[src/rtl/gmb_pkg.sv]
package gmb_pkg;
  // strobes from control to datapath
  typedef struct packed {
    logic wrEn;       // write stAddr into slot entryCount
    logic latchDest;  // capture destination of an accepted command
  } gmbStrobe_t;
endpackage

[src/rtl/gmb_ctrl.sv]
module gmb_ctrl
  import gmb_pkg::*;
#(
  parameter int DEPTH = 16,
  parameter int CNT_W = $clog2(DEPTH + 1),
  parameter int PTR_W = $clog2(DEPTH)
) (
  input  logic             clk,
  input  logic             rstN,
  input  logic             stValid,
  input  logic             stIsGen,
  input  logic             mshValid,
  input  logic             outReady,
  input  logic             hit,
  output logic             stReady,
  output logic             mshReady,
  output logic             outValid,
  output logic [PTR_W-1:0] rdPtr,
  output logic [CNT_W-1:0] entryCount,
  output logic             overflow,
  output gmbStrobe_t       strobe
);
  logic draining;
  logic stFire, genEvt, isFull, wrEn, ovfSet;
  logic mshFire, outFire, lastOut, drainDone;

  always_comb begin
    stReady   = !draining;
    mshReady  = !draining;
    stFire    = stValid && stReady;
    genEvt    = stFire && stIsGen;
    isFull    = (entryCount == CNT_W'(DEPTH));
    wrEn      = genEvt && !hit && !isFull;
    ovfSet    = genEvt && !hit && isFull;
    mshFire   = mshValid && mshReady;
    outValid  = draining && (entryCount != '0);
    outFire   = outValid && outReady;
    lastOut   = outFire && (CNT_W'(rdPtr) == entryCount - CNT_W'(1));
    drainDone = draining && ((entryCount == '0) || lastOut);
    strobe.wrEn      = wrEn;
    strobe.latchDest = mshFire;
  end

  always_ff @(posedge clk or negedge rstN) begin
    if (!rstN) begin
      draining   <= 1'b0;
      rdPtr      <= '0;
      entryCount <= '0;
      overflow   <= 1'b0;
    end else if (drainDone) begin
      draining   <= 1'b0;
      rdPtr      <= '0;
      entryCount <= '0;
      overflow   <= 1'b0;
    end else begin
      if (mshFire) begin
        draining <= 1'b1;
        rdPtr    <= '0;
      end
      if (wrEn)    entryCount <= entryCount + CNT_W'(1);
      if (ovfSet)  overflow   <= 1'b1;
      if (outFire) rdPtr      <= rdPtr + PTR_W'(1);
    end
  end
endmodule

[src/rtl/gmb_datapath.sv]
module gmb_datapath
  import gmb_pkg::*;
#(
  parameter int DEPTH  = 16,
  parameter int ADDR_W = 48,
  parameter int CORE_W = 6,
  parameter int CNT_W  = $clog2(DEPTH + 1),
  parameter int PTR_W  = $clog2(DEPTH)
) (
  input  logic              clk,
  input  logic              rstN,
  input  gmbStrobe_t        strobe,
  input  logic [CNT_W-1:0]  entryCount,
  input  logic [PTR_W-1:0]  rdPtr,
  input  logic [ADDR_W-1:0] stAddr,
  input  logic [CORE_W-1:0] mshDest,
  output logic              hit,
  output logic [ADDR_W-1:0] outAddr,
  output logic [CORE_W-1:0] outDest
);
  logic [ADDR_W-1:0] slots [DEPTH];
  logic [DEPTH-1:0]  matchVec;
  logic [CORE_W-1:0] destReg;

  for (genvar i = 0; i < DEPTH; i++) begin : g_slot
    always_ff @(posedge clk) begin
      if (strobe.wrEn && (entryCount == CNT_W'(i))) slots[i] <= stAddr;
    end
    assign matchVec[i] = (CNT_W'(i) < entryCount) && (slots[i] == stAddr);
  end

  always_ff @(posedge clk or negedge rstN) begin
    if (!rstN)                 destReg <= '0;
    else if (strobe.latchDest) destReg <= mshDest;
  end

  assign hit     = |matchVec;
  assign outAddr = slots[rdPtr];
  assign outDest = destReg;
endmodule

[src/rtl/gen_marshal_buf.sv]
module gen_marshal_buf
  import gmb_pkg::*;
#(
  parameter  int DEPTH  = 16,
  parameter  int ADDR_W = 48,
  parameter  int CORE_W = 6,
  localparam int CNT_W  = $clog2(DEPTH + 1),
  localparam int PTR_W  = $clog2(DEPTH)
) (
  input  logic              clk,
  input  logic              rstN,
  input  logic              stValid,
  input  logic              stIsGen,
  input  logic [ADDR_W-1:0] stAddr,
  output logic              stReady,
  input  logic              mshValid,
  input  logic [CORE_W-1:0] mshDest,
  output logic              mshReady,
  output logic              outValid,
  input  logic              outReady,
  output logic [CORE_W-1:0] outDest,
  output logic [ADDR_W-1:0] outAddr,
  output logic [CNT_W-1:0]  entryCount,
  output logic              overflow
);
  gmbStrobe_t       strobe;
  logic             hit;
  logic [PTR_W-1:0] rdPtr;

  gmb_ctrl #(.DEPTH(DEPTH), .CNT_W(CNT_W), .PTR_W(PTR_W)) u_ctrl (
    .clk(clk), .rstN(rstN),
    .stValid(stValid), .stIsGen(stIsGen), .mshValid(mshValid),
    .outReady(outReady), .hit(hit),
    .stReady(stReady), .mshReady(mshReady), .outValid(outValid),
    .rdPtr(rdPtr), .entryCount(entryCount), .overflow(overflow),
    .strobe(strobe)
  );

  gmb_datapath #(.DEPTH(DEPTH), .ADDR_W(ADDR_W), .CORE_W(CORE_W),
                 .CNT_W(CNT_W), .PTR_W(PTR_W)) u_dp (
    .clk(clk), .rstN(rstN), .strobe(strobe),
    .entryCount(entryCount), .rdPtr(rdPtr),
    .stAddr(stAddr), .mshDest(mshDest),
    .hit(hit), .outAddr(outAddr), .outDest(outDest)
  );
endmodule

[config.mk]
export PLATFORM = sky130hd
export DESIGN_NAME = gen_marshal_buf
export DESIGN_NICKNAME = d
export VERILOG_FILES = /design/src/rtl/gmb_pkg.sv /design/src/rtl/gmb_ctrl.sv /design/src/rtl/gmb_datapath.sv /design/src/rtl/gen_marshal_buf.sv
export SDC_FILE = /design/constraint.sdc
export NUM_CORES = 1
export LEC_CHECK = 0
export ABC_AREA = 1
export BUFFER_PORTS_ARGS = -buffer_cell sky130_fd_sc_hd__clkbuf_2
export CELL_PAD_IN_SITES_DETAIL_PLACEMENT = 0
export CELL_PAD_IN_SITES_GLOBAL_PLACEMENT = 1
export CORE_MARGIN = 2
export CORE_UTILIZATION = 35
export CTS_CLUSTER_SIZE = 25
export DETAILED_ROUTE_END_ITERATION = 8
export PLACE_DENSITY = 0.64
export REMOVE_ABC_BUFFERS = 1
export SYNTH_ARGS = -nofsm -noshare
export SYNTH_HDL_FRONTEND = slang
export SYNTH_HIERARCHICAL = 1
export SYNTH_SLANG_ARGS = --single-unit
[constraint.sdc]
create_clock -name clk -period 19.2 [get_ports clk]
set_input_delay 1.92 -clock clk [delete_from_list [all_inputs] [get_ports clk]]
set_output_delay 1.92 -clock clk [all_outputs]
set_load 0.005 [all_outputs]
==> metrics.txt <==
first-pass GRT wire length roughly 270000 um; Tot GR Track Use approximately a third; antenna violations before repair 11; drt via density between 5 and 6; highest-count cells in the layout ignoring fill and taps nand2_1, edfxtp_1, nor2_1, o21ai_0, xnor2_1; worst-margin pin slew approximately 1.3 ns; Layout area overhead 10.36%; Slowest cell on crit path dfrtp_4; Register Area 23500 um2; total gr overflow 0; final WL between 200000 and 250000 um; Fin. Hold Viols 0; Ys Warns 6; Die Y-Extent around 350 um; clock latency on the worst-skew pair between 0.7 and 0.8 ns; WP data required 17.28 ns; Site Rows 127; filler instances around 12000; CTS root buf clkbuf_16; initial DRC count ~5400; number of global-route vias before repair between 30000 and 40000; DRC Markers 0; vias approximately 34000; Inserted Clock Buffers a little over 90; top sig layer met5; Post-CTS Hold Buffers 0; Fmax achieved between 0.1 and 0.15 GHz; final setup TNS 0 ns; unrepaired setup endpoints after global routing no; die area about 120000 um2; critical path class reg2out; layout cell share with drive strength beyond 1 roughly 8%; met3 wire length between 15000 and 20000 um; Max clock buf depth 3; Critical Path Sink Type output pin; clock tree sinks between 700 and 800; ANT nets after route 0; critical path arrival roughly 5.5 ns; placer congestion estimate around 1.0; fin nets approximately 4500; core area roughly 120000 um2; post-synthesis instance total 4419; Cell Pwr Density approximately 100 nW/um2; Routed met1 length about 87000 um; setup bufs post-CTS 0; Slew Limit Fails 0; fin util ~39%; syn avg cell area ~9.6 um2; post-synthesis sequential area ratio 55.19%; total iterations of the first detailed-routing run 6; DR WL met2 between 80000 and 90000 um; CP Buf/Inv Count 4; worst hold path class reg2reg; WL/cell approximately 33 um; Synth cell types 37; Die X ~350 um; CP top delay family buffers and inverters; number of max-cap violations 0; detailed placer's ending HPWL 144100 um; clk slew on worst S/H paths ~0.060 ns; number of port buffers between 100 and 150; H-tree levels 3; cells along the critical path buf_12, buf_4, buf_4, o21ai_0, o22ai_1, o22ai_1, o21ai_1, clkbuf_2; Critical Path Fanout Max 148; # setup viols final 0; leakage about 17 nW; largest net degree at the start of global routing between 100 and 150; CTS tree yes; slowest stage delay, CP 0.89 ns; Mapped Area roughly 43000 um2; crit path launch type register; Setup Skew ~0.040 ns; Slew HR roughly 14%; starting density of the core between 30% and 40%; outcome complete, no violations; FF+latch count, synth ~790; post-route minimum period 7.374 ns; Post-CTS Resized 0; io pins 123; worst vdd ir 0.00007372 V; area of the multi-input gates 16350 um2; most common cell after layout, fill and taps aside nand2_1; period utilization 38.40%
-- registers in the layout, indices dropped and copies added (netlist names) --
signal and flops:
u_ctrl/rdPtr 4, u_ctrl/entryCount 5, u_dp/outDest 6, u_ctrl/overflow 1
u_dp/slots 768, u_ctrl/draining 1
-- path summary, 6_finish.rpt --
check / start / endpoint / slack (ns) / cells after the start
hold / removal: u_dp/outDest[4]$_DFFE_PN0P_ / u_dp/outDest[4]$_DFFE_PN0P_ / 0.51 / 1
max in group asynchronous: rstN / u_ctrl/rdPtr[3]$_DFFE_PN0P_ / 17.66 / 1
setup / recovery: u_ctrl/rdPtr[0]$_DFFE_PN0P_ / outAddr[25] / 11.83 / 8
setup reg to reg: u_ctrl/entryCount[4]$_DFFE_PN0P_ / u_dp/slots[6][19]$_DFFE_PP_ / 13.69 / 20
hold reg to reg: u_dp/outDest[4]$_DFFE_PN0P_ / u_dp/outDest[4]$_DFFE_PN0P_ / 0.51 / 1
min in group asynchronous: rstN / u_dp/outDest[5]$_DFFE_PN0P_ / 1.18 / 1
-- cells in the mapped netlist (all sizes together) --
cell | count | area [um2]
buf | 170 | 1469
nand3 | 69 | 355.3
o21ai | 536 | 2686
mux2 | 6 | 67.56
clkbuf | 91 | 341.6
nor3 | 6 | 30.03
o22ai | 76 | 475.5
inv | 267 | 1005
nand2 | 920 | 3461
dlygate4sd1 | 1 | 8.760
edfxtp | 768 | 23060
nor2 | 686 | 2587
dfrtp | 17 | 425.4
a31o | 1 | 8.760
nand4 | 14 | 87.58
xor2 | 222 | 1944
xnor2 | 321 | 2811
o211ai | 27 | 202.7
a21boi | 5 | 56.30
ha | 3 | 37.54
nor4 | 6 | 37.54
o221ai | 91 | 797.0
a21oi | 116 | 603.1
-- metal layers --
layer	GRT usage, %	vias up
met1	45.27	17210
met3	4.994	289
li1	-	14950
met5	0	-
met2	46.94	1868
met4	14.18	8
-- cell families after synthesis --
logic type      share of synthesized area [%]
flops                                   55.19
simple gates                            15.41
xor+xnor                                11.17
compound gates                          11.35
buf+inv                                 6.635
mux                                    0.1587
fa+ha+maj                             0.08820
-- cell type report --
| type | instances | area share (%) |
|---|---|---|
| Antenna cell | 2 | 0.01066 |
| Timing Repair Buffer | 178 | 2.222 |
| Clock buffer | 123 | 5.328 |
| Tap cell | 1612 | 4.294 |
| Sequential cell | 785 | 50.04 |
| Clock inverter | 46 | 1.121 |
| Inverter | 267 | 2.171 |
| Multi-Input combinational cell | 3105 | 34.82 |
-- worst reg2reg max path, stage by stage (launching register included) --
cell and delay, ns:
dfrtp_1 0.55, inv_2 0.20, nand2_1 0.38, nand2_1 0.39, nor2_1 0.08, nand3_1 0.17, nor2_1 0.11, nand3_1 0.10
nor2_1 0.07, nor2_1 0.10, nand2_1 0.08, nor2_1 0.11, nand2_1 0.18, nor3_1 0.29, nand2_1 0.15, inv_1 0.15
inv_1 0.13, nor2_1 0.14, nand2_1 0.21, nor2_4 0.62, buf_4 0.76
-- metrics by stage --
step	power, mW	instance area [um2]	std cells	setup WS [ns]	hold WS [ns]
CTS	4.801	46970	6116	12.03	0.5120
detailed placement	2.988	43940	5947	11.71	0.4989
floorplan	2.534	40740	4157	4.017	0.5055
global placement	2.991	43940	5947	11.61	0.4883
finish	4.794	46970	6118	11.83	0.5063
global route	4.940	46970	6116	11.77	0.5447
-- report_power, final --
group	switching (mW)	internal (mW)
Clock	0.762	1.06
Combinational	0.733	0.262
Sequential	0.0531	1.92
Total	1.55	3.25
No activity file was read; power rests on OpenSTA's default activity.
